[config.mk]
export PLATFORM = sky130hd
export DESIGN_NAME = bar_window_tracker
export DESIGN_NICKNAME = d
export VERILOG_FILES = /design/src/rtl/bwt_pkg.sv /design/src/rtl/bwt_mem_enable.sv /design/src/rtl/bwt_window.sv /design/src/rtl/bar_window_tracker.sv
export SDC_FILE = /design/constraint.sdc
export NUM_CORES = 1
export LEC_CHECK = 0
export ABC_AREA = 1
export BUFFER_PORTS_ARGS = -buffer_cell sky130_fd_sc_hd__buf_2
export CAP_MARGIN = 10
export CORE_MARGIN = 2
export CORE_UTILIZATION = 46
export DETAILED_ROUTE_END_ITERATION = 10
export GPL_TIMING_DRIVEN = 0
export PLACE_DENSITY = 0.62
export SKIP_CTS_REPAIR_TIMING = 1
export SYNTH_ARGS = -nofsm -noshare
export SYNTH_HDL_FRONTEND = slang
export SYNTH_HIERARCHICAL = 1
export SYNTH_SLANG_ARGS = --single-unit
[constraint.sdc]
create_clock -name clk -period 3.7 [get_ports clk]
set_input_delay 0.185 -clock clk [delete_from_list [all_inputs] [get_ports clk]]
set_output_delay 0.185 -clock clk [all_outputs]
set_load 0.02 [all_outputs]
[src/rtl/bwt_pkg.sv]
package bwt_pkg;
  localparam int ADDR_W  = 64;
  localparam int DWORD_W = 32;
  localparam int TYPE64_BIT = 2;
  localparam int FLAG_BITS  = 4;

  typedef logic [ADDR_W-1:0]  addr_t;
  typedef logic [DWORD_W-1:0] dword_t;

  typedef struct packed {
    dword_t upper;
    dword_t lower;
  } bar_pair_t;

  function automatic addr_t window_base(bar_pair_t b);
    addr_t raw;
    raw = b.lower[TYPE64_BIT] ? {b.upper, b.lower} : {{DWORD_W{1'b0}}, b.lower};
    return {raw[ADDR_W-1:FLAG_BITS], {FLAG_BITS{1'b0}}};
  endfunction
endpackage

[src/rtl/bwt_mem_enable.sv]
module bwt_mem_enable (
  input  logic clk,
  input  logic rst_n,
  input  logic reinit_i,
  input  logic cmd_wr_i,
  input  logic cmd_mem_en_i,
  output logic mem_en_o,
  output logic change_o,
  output logic change_val_o
);
  logic en_q;

  // Only a real transition of the enable bit is reported.
  assign change_o     = cmd_wr_i && (cmd_mem_en_i != en_q);
  assign change_val_o = cmd_mem_en_i;
  assign mem_en_o     = en_q;

  always_ff @(posedge clk or negedge rst_n) begin
    if (!rst_n)        en_q <= 1'b0;
    else if (reinit_i) en_q <= 1'b0;
    else if (change_o) en_q <= cmd_mem_en_i;
  end
endmodule

[src/rtl/bwt_window.sv]
module bwt_window
  import bwt_pkg::*;
#(
  parameter int SIZE_LOG2 = 12
) (
  input  logic   clk,
  input  logic   rst_n,
  input  logic   reinit_i,
  input  logic   wr_i,
  input  logic   wr_upper_i,
  input  dword_t wr_data_i,
  input  logic   mem_en_i,
  input  logic   change_i,
  input  logic   change_val_i,
  input  logic   lkp_vld_i,
  input  addr_t  lkp_addr_i,
  output logic   tracked_o,
  output logic   hit_o
);
  localparam addr_t SIZE      = addr_t'(1) << SIZE_LOG2;
  localparam addr_t SIZE_MASK = ~(SIZE - addr_t'(1));

  bar_pair_t regs_q;
  logic      trk_q, trk_nxt;
  logic      sizing;
  addr_t     base, last;

  assign sizing = (wr_data_i == '1);

  // Old window is always dropped on a rewrite; a command edge overrides.
  always_comb begin
    trk_nxt = trk_q;
    if (wr_i)     trk_nxt = sizing ? 1'b0 : mem_en_i;
    if (change_i) trk_nxt = change_val_i;
  end

  always_ff @(posedge clk or negedge rst_n) begin
    if (!rst_n) begin
      regs_q <= '0;
      trk_q  <= 1'b0;
    end else if (reinit_i) begin
      regs_q <= '0;
      trk_q  <= 1'b0;
    end else begin
      if (wr_i) begin
        if (wr_upper_i) begin
          if (sizing)
            regs_q.upper <= regs_q.lower[TYPE64_BIT] ? SIZE_MASK[ADDR_W-1:DWORD_W] : '0;
          else
            regs_q.upper <= wr_data_i;
        end else begin
          regs_q.lower <= sizing ? SIZE_MASK[DWORD_W-1:0] : wr_data_i;
        end
      end
      trk_q <= trk_nxt;
    end
  end

  assign base      = window_base(regs_q);
  assign last      = base + SIZE - addr_t'(1);
  assign tracked_o = trk_q;
  assign hit_o     = lkp_vld_i && trk_q && (lkp_addr_i >= base) && (lkp_addr_i <= last);
endmodule

[src/rtl/bar_window_tracker.sv]
module bar_window_tracker
  import bwt_pkg::*;
#(
  parameter int NUM_BARS = 3,
  parameter logic [8*NUM_BARS-1:0] BAR_SIZE_LOG2 = {8'd20, 8'd16, 8'd12},
  localparam int IDX_W = (NUM_BARS > 1) ? $clog2(NUM_BARS) : 1
) (
  input  logic                clk,
  input  logic                rst_n,
  input  logic                reinit_i,
  input  logic                cmd_wr_i,
  input  logic                cmd_mem_en_i,
  input  logic                bar_wr_i,
  input  logic [IDX_W-1:0]    bar_wr_sel_i,
  input  logic                bar_wr_upper_i,
  input  logic [31:0]         bar_wr_data_i,
  input  logic                lkp_vld_i,
  input  logic [63:0]         lkp_addr_i,
  output logic [NUM_BARS-1:0] hit_o,
  output logic [NUM_BARS-1:0] tracked_o,
  output logic                mem_en_o
);
  logic mem_en, change, change_val;

  bwt_mem_enable u_en (
    .clk          (clk),
    .rst_n        (rst_n),
    .reinit_i     (reinit_i),
    .cmd_wr_i     (cmd_wr_i),
    .cmd_mem_en_i (cmd_mem_en_i),
    .mem_en_o     (mem_en),
    .change_o     (change),
    .change_val_o (change_val)
  );

  assign mem_en_o = mem_en;

  for (genvar g = 0; g < NUM_BARS; g++) begin : g_win
    localparam int SL = int'(BAR_SIZE_LOG2[8*g +: 8]);
    logic sel;
    assign sel = bar_wr_i && (int'(bar_wr_sel_i) == g);

    bwt_window #(.SIZE_LOG2(SL)) u_win (
      .clk          (clk),
      .rst_n        (rst_n),
      .reinit_i     (reinit_i),
      .wr_i         (sel),
      .wr_upper_i   (bar_wr_upper_i),
      .wr_data_i    (bar_wr_data_i),
      .mem_en_i     (mem_en),
      .change_i     (change),
      .change_val_i (change_val),
      .lkp_vld_i    (lkp_vld_i),
      .lkp_addr_i   (lkp_addr_i),
      .tracked_o    (tracked_o[g]),
      .hit_o        (hit_o[g])
    );
  end
endmodule

==> results of run 1 <==
-- worst min-delay path, cell delays in order --
cell	delay (ns)
buf_2	0.12
inv_1	0.05
nand2_1	0.04
nand2_1	0.07
nor2_2	0.03
-- report_power, final --
part	switching, mW	internal, mW
combinational	0.993	0.479
clock	0.982	1.07
sequential	0.0508	2.09
-- state kept, by name, indices dropped and copies added, names as in the netlist --
name                   flops
g_win.u_win/regs_q       183
u_en/mem_en_o              1
g_win.u_win/tracked_o      3
-- stage by stage --
stage                     cell area, sq um  hold WS (ns)
after floorplan                      22800        -0.111
after global placement               24200         0.451
after detailed placement             24200        0.0363
after CTS                            24800        -0.516
after global routing                 26300        0.0463
final                                26300       0.00380
-- synthesized netlist by cell type (all sizes together), types with 2 or more instances --
cell type,instances,area (sq um)
a21o,22,165
a21oi,156,800
and2,9,56.3
and3,4,25.0
and3b,2,17.5
buf,20,189
clkbuf,40,151
clkinv,2,7.51
dfrtp,187,4680
ha,363,4540
inv,487,1830
nand2,978,3820
nand3,297,1510
nand3b,6,45.0
nand4,99,626
nor2,345,1370
nor3,80,490
nor4,15,113
o21a,10,75.1
o21ai,146,742
or2,7,43.8
xnor2,25,219
xor2,134,1170
-- layout make-up --
| type | count | area (sq um) | area share |
|---|---|---|---|
| Buffer | 60 | 383 | 0.0145 |
| Clock buffer | 17 | 425 | 0.0162 |
| Clock inverter | 15 | 186 | 0.00708 |
| Inverter | 489 | 1840 | 0.0700 |
| Multi-Input combinational cell | 2708 | 16900 | 0.641 |
| Sequential cell | 187 | 4680 | 0.178 |
| Tap cell | 664 | 831 | 0.0315 |
| Timing Repair Buffer | 168 | 1110 | 0.0420 |
-- metal layers --
layer | vias up | track usage | part of all wire
met3 | 174 | 0.0788 | 0.099
met5 | - | 0 | 0
li1 | 11600 | - | -
met2 | 1068 | 0.545 | 0.43
met1 | 11200 | 0.508 | 0.44
met4 | 0 | 0.135 | 0.039
-- cells by family (layout without fill, tap and decap cells) --
| group | Yosys count | after routing |
|---|---|---|
| simple gates | 1845 | 1845 |
| buf+inv | 549 | 749 |
| fa+ha+maj | 363 | 363 |
| compound gates | 341 | 341 |
| flops | 187 | 187 |
| xor+xnor | 159 | 159 |
-- final timing paths --
check	from	to	cells past startpoint
worst max-delay path	g_win[0].u_win/regs_q[2]	hit_o[0]	20
max in group asynchronous	rst_n	g_win[1].u_win/regs_q[20]	4
min in group asynchronous	rst_n	g_win[0].u_win/regs_q[50]	2
worst min register to register	g_win[2].u_win/regs_q[63]	g_win[2].u_win/regs_q[63]	2
worst min-delay path	cmd_mem_en_i	u_en/mem_en_o	5
worst max register to register	g_win[0].u_win/regs_q[2]	g_win[0].u_win/regs_q[49]	8
==> impl_metrics.ini, run 1 <==
[critical_path]
worst-endpoint-required_ns = 3.51
crit_path_max_fanout = 5
critical_path.n_buffers_inverters = 4
timing.critical_path.cells = buf_6 > nand2_1 > inv_1 > nand2_1 > inv_1 > nand2_1 > nor2_2 > nand4_1 > nor2_1 > nand2_1 > xnor2_1 > ha_1 > a21oi_1 > o21ai_0 > nor2_1 > nand2_2 > a21oi_4 > a21oi_2 > nor2_1 > buf_4
cp-end-kind = output pin
worstSetupPathType = reg -> out
critPathArrivalTime_ns = 4.03
critical-path-slowest-cell = dfrtp_1
critPathMaxStageDelay_ns = 0.37
critPathLaunchType = flip-flop
timing.critical_path.max_delay_family = simple AND/OR/NAND/NOR gates
slack_of_the_worst_reg_to_reg_path_ns = 1.60
timing.critical_path.mode_cell = nand2_1

[floorplan]
die_footprint_sq_um = 51300
chipHeight_um = 226
fp.coreArea_sq_um = 49000
num_io_pins = 113
initial_utilization = 0.465
floorplan.rows = 81
die_w_um = 226

[timing]
timing.final.ws_setup_ns = -0.515
max-slew-margin-rel = 0.153
clock-skew-final_ns = 0.00763
timing.final.crit_period_ns = 4.21
grt_setup_unrepaired = true
timing.final.crit_share = 1.14
achievable-frequency_ghz = 0.237
timing.final.hold_violations = 0
setup_violations = 3
post_route_setup_tns_ns = -1.36
worst_margin_slew_ns = 1.27
final_max_slew_viol_count = 0

[run_status]
outcome = complete, but fails checks
violated_checks = negative setup slack

[global_routing]
grt_start_max_net_pins = 95
first_global_vias = 21400
grt_antenna_before_repair = 0
track_usage = 0.363
grt_pass1_wl_mm = 135
grt_overflow = 0

[finish]
num-fill-cells = 5038
diodes = 0
layout-drive-gt1-share = 0.140
layout_commonest_cell = nand2_1
nets = 4100
final_core_utilization = 0.538
area.growth.synth_to_final_pct = 15.7
layout.cells.non_filler = 4308
most-common-layout-cells = nand2_1, inv_1, ha_1

[clock_network]
cts_buffer_depth = 2
clk_pin_slew_ns = 0.08
cts_num_sinks = 187
ctsRootBufferMaster = clkbuf_16
tritoncts = built
clk_latency_ns = 0.51
ctsHtreeMaxLevel = 4
cts_inserted_buffers = 17

[placed_design]
place.port_buffers = 112
dpl.hpwl_mm = 72.9
gp_congestion = 1.02
dp_cells = 4222
pre_cts_setup_slack_ns = -0.584

[yosys]
synth-edff-count = 0
post_synthesis_mux_area_share = 0
yosys_warnings = 6
synth-xor-area-share = 0.0612
synth_simple_gate_area_frac = 0.358
synth_async_sr_flop_share = 1.00
synth_cell_types = 53
post_synthesis_share_of_cell_area_spent_on_full_adders_half_adders_and_majority_gates = 0.199
syn-num-nets = 3913
synth_top_family_by_area = simple AND/OR/NAND/NOR gates
synthesis.area_sq_um = 22800
synth_compound_gate_area_share = 0.0807
synth.yosys.seq_area_share = 0.206
ys_dominant_reg_cell = dfrtp_1
syn-mean-instance-area_sq_um = 6.61
syn_inst = 3444
ys_ff_latch = 187

[worst_hold_path]
min-delay-path-class = in -> reg

[route]
wl_per_cell_um = 21.6
dr_total_vias = 24100
initialDrtViolationCount = 2463
drt-pass1-iter-count = 7
antenna_violating_nets_post_route = 0
finalWirelength_mm = 93.1
post-route-drc-count = 0
via_density_per_instance = 5.59

[power]
vdd_ir_max_v = 0.000266
power_leakage_nw = 12.9
report.power.total_mw = 5.67
power_density_nw_per_um2 = 215

[job]
drv.max_cap_violation_count = 0
No activity file was read; power rests on OpenSTA's default activity.
==> inputs of run 2 (changes only) <==
--- a/config.mk
+++ b/config.mk
@@ -5,7 +5,6 @@
 export SDC_FILE = /design/constraint.sdc
 export NUM_CORES = 1
 export LEC_CHECK = 0
-export ABC_AREA = 1
 export BUFFER_PORTS_ARGS = -buffer_cell sky130_fd_sc_hd__buf_2
 export CAP_MARGIN = 10
 export CORE_MARGIN = 2
==> run 2 against run 1 <==
First-iteration DRC count is 29% lower. Global-route usage is 3.6 points lower. Clock power is 6% lower. Via count is 24% lower. Maximum frequency is 15% lower. Wire length is 23% lower. Sequential cell count stayed put. Synthesized cell count is 38% lower. The run still ends with negative setup slack left. Utilization is 0.95 points lower. Die area is 16% lower. Largest power group unchanged. Sequential power is 3% higher.
==> impl_metrics.ini, run 2 <==
[placed_design]
dpl.hpwl_mm = 54.9
placedInstanceArea_sq_um = 20400
dp_cells = 2793
gp_congestion = 0.957
place.port_buffers = 112
pre_cts_setup_slack_ns = -1.43

[timing]
grt_setup_unrepaired = true
final_max_slew_viol_count = 0
post_route_setup_tns_ns = -3.58
max-slew-margin-rel = 0.339
setup_violations = 3
timing.final.crit_share = 1.34
timing.final.ws_setup_ns = -1.27
worst_margin_slew_ns = 0.983
timing.final.crit_period_ns = 4.97
achievable-frequency_ghz = 0.201
hold-worst-slack_ns = 0.0410
clock-skew-final_ns = 0.00815
timing.final.hold_violations = 0

[global_routing]
grt.busiest_layer = met2
first_global_vias = 17400
grt_antenna_before_repair = 2
grt_start_max_net_pins = 98
grt_pass1_wl_mm = 106
globalRouteMet1Util = 0.451
grt.met2_usage = 0.494
grt_use_met3 = 0.0691
track_usage = 0.327
grt_overflow = 0

[route]
finalWirelength_mm = 71.7
initialDrtViolationCount = 1751
antenna_violating_nets_post_route = 0
dr_total_vias = 18300
drt-pass1-iter-count = 6
via_density_per_instance = 6.41
wl_per_cell_um = 25.1
post-route-drc-count = 0

[finish]
layout_commonest_cell = ha_1
final_core_utilization = 0.528
largest_reg_flops = 183
num-fill-cells = 3792
layout.cells.non_filler = 2853
layout.cell_area.non_filler_sq_um = 21600
area.growth.synth_to_final_pct = 13.2
layout-drive-gt1-share = 0.127
most-common-layout-cells = ha_1, nand2_1, a22o_1
registers.top_by_ff_count = g_win.u_win/regs_q
nets = 2777

[critical_path]
timing.critical_path.cells = or4_4 > or3_4 > o2111a_2 > and3_4 > nand3_2 > or2_4 > mux2_4 > ha_4 > nand4_1 > or4_4 > nor4_4 > nand4_1 > a2bb2oi_4 > buf_6
critical-path-slowest-cell = or4_4
worst_r2r_path_depth = 6
worstSetupPathType = reg -> out
cp-end-kind = output pin
crit_path_max_fanout = 5
worst-endpoint-required_ns = 3.51
critical_path.n_buffers_inverters = 1
critPathLaunchType = flip-flop
critPathArrivalTime_ns = 4.78
crit-reg2reg-launch = g_win[1].u_win/regs_q[2]
slack_of_the_worst_reg_to_reg_path_ns = 1.44
timing.critical_path.max_delay_family = simple AND/OR/NAND/NOR gates
critPathMaxStageDelay_ns = 0.55
r2r_path_end = g_win[1].u_win/regs_q[61]

[job]
drv.max_cap_violation_count = 0

[yosys]
synthTopCellsByCount = ha_1, nand2_1, dfrtp_1, a22o_1, a21oi_1
ys_ff_latch = 187
synth.yosys.seq_area_share = 0.245
yosys.cell_count.top_type = ha_1
yosys_warnings = 6
syn-num-nets = 2617
synth-edff-count = 0
netlist.area_leader.share = 0.245
synth.top_cells.by_area = dfrtp_1, ha_1, a22o_1
synth_async_sr_flop_share = 1.00
synth_cell_types = 73
netlist.top_cell.by_area = dfrtp_1
ys_dominant_reg_cell = dfrtp_1
syn_inst = 2148
syn-mean-instance-area_sq_um = 8.88
synthesis.area_sq_um = 19100

[power]
power_leakage_nw = 9.07
report.power.total_mw = 5.56
power_density_nw_per_um2 = 258
vdd_ir_max_v = 0.000342

[clock_network]
cts_buffer_depth = 2
tritoncts = built
clk_pin_slew_ns = 0.08
ctsHtreeMaxLevel = 4
cts_num_sinks = 187
cts_inserted_buffers = 17
clk_latency_ns = 0.47
ctsRootBufferMaster = clkbuf_16

[floorplan]
die_footprint_sq_um = 43100
initial_utilization = 0.467
chipHeight_um = 208
floorplan.rows = 74
die_w_um = 208
fp.coreArea_sq_um = 40800
num_io_pins = 113

[run_status]
violated_checks = negative setup slack
outcome = complete, but fails checks

[worst_hold_path]
min-delay-path-class = in -> reg
whs_path_depth = 3
min_from = cmd_wr_i
hold_critical_path_endpoint = u_en/mem_en_o
## run 2: cell types whose count changed in the layout (fill, tap and decap cells not counted), moves of 102 or more
| cell | previous run | this run |
|---|---|---|
| nand2_1 | 901 | 234 |
| inv_1 | 457 | 100 |
| a22o_1 | 0 | 183 |
| nor2_1 | 258 | 88 |
| nand3_1 | 265 | 99 |
| o21ai_0 | 140 | 38 |
## run 2: where the power goes
part | internal [mW] | total, mW | switching, mW | leakage (nW)
combinational | 0.517 | 1.42 | 0.907 | 6.23
clock | 1.04 | 1.94 | 0.898 | 0.291
sequential | 2.11 | 2.20 | 0.0902 | 2.55
## run 2: area by class of cell
type,count,area (sq um),area share
multi-input combinational,1799,14100,0.655
sequential,187,4690,0.217
timing repair buffer,141,840,0.0389
tap,532,666,0.0308
clock buffer,20,457,0.0212
inverter,104,390,0.0181
buffer,58,275,0.0128
clock inverter,11,135,0.00626
antenna,1,2.50,0.000116
## run 2: worst reg2reg max path, stage by stage (launching register included)
cell	delay (ns)
dfrtp_2	0.42
buf_4	0.18
clkbuf_2	0.30
nor2_1	0.09
nor3_1	0.56
clkbuf_1	0.43
a22o_1	0.20
## run 2: per-layer routing
metal	up-vias	routed length [um]
li1	8470	-
met1	8878	31500
met2	788	30600
met3	157	6420
met4	2	3110
met5	-	46
## run 2: logic make-up after synthesis
group,share of synthesized area
DFF,0.245
and+or+nand+nor,0.221
buffers and inverters,0.0342
AOI/OAI and AO/OA,0.182
xor gates and xnor gates,0.0767
adders and majority gates,0.238
muxes,0.00249
## run 2: how the worst max path moves through the flow
stage	from	to	cells after the start	slack, ns
after global routing	g_win[1].u_win/regs_q[5]	hit_o[1]	16	-1.36
after global placement	g_win[1].u_win/regs_q[2]	hit_o[1]	13	-1.44
after detailed placement	g_win[1].u_win/regs_q[2]	hit_o[1]	13	-1.43
final	g_win[1].u_win/regs_q[11]	hit_o[1]	14	-1.27
after CTS	g_win[2].u_win/regs_q[10]	hit_o[2]	15	-1.93
after floorplan	g_win[1].u_win/regs_q[4]	hit_o[1]	16	-0.17
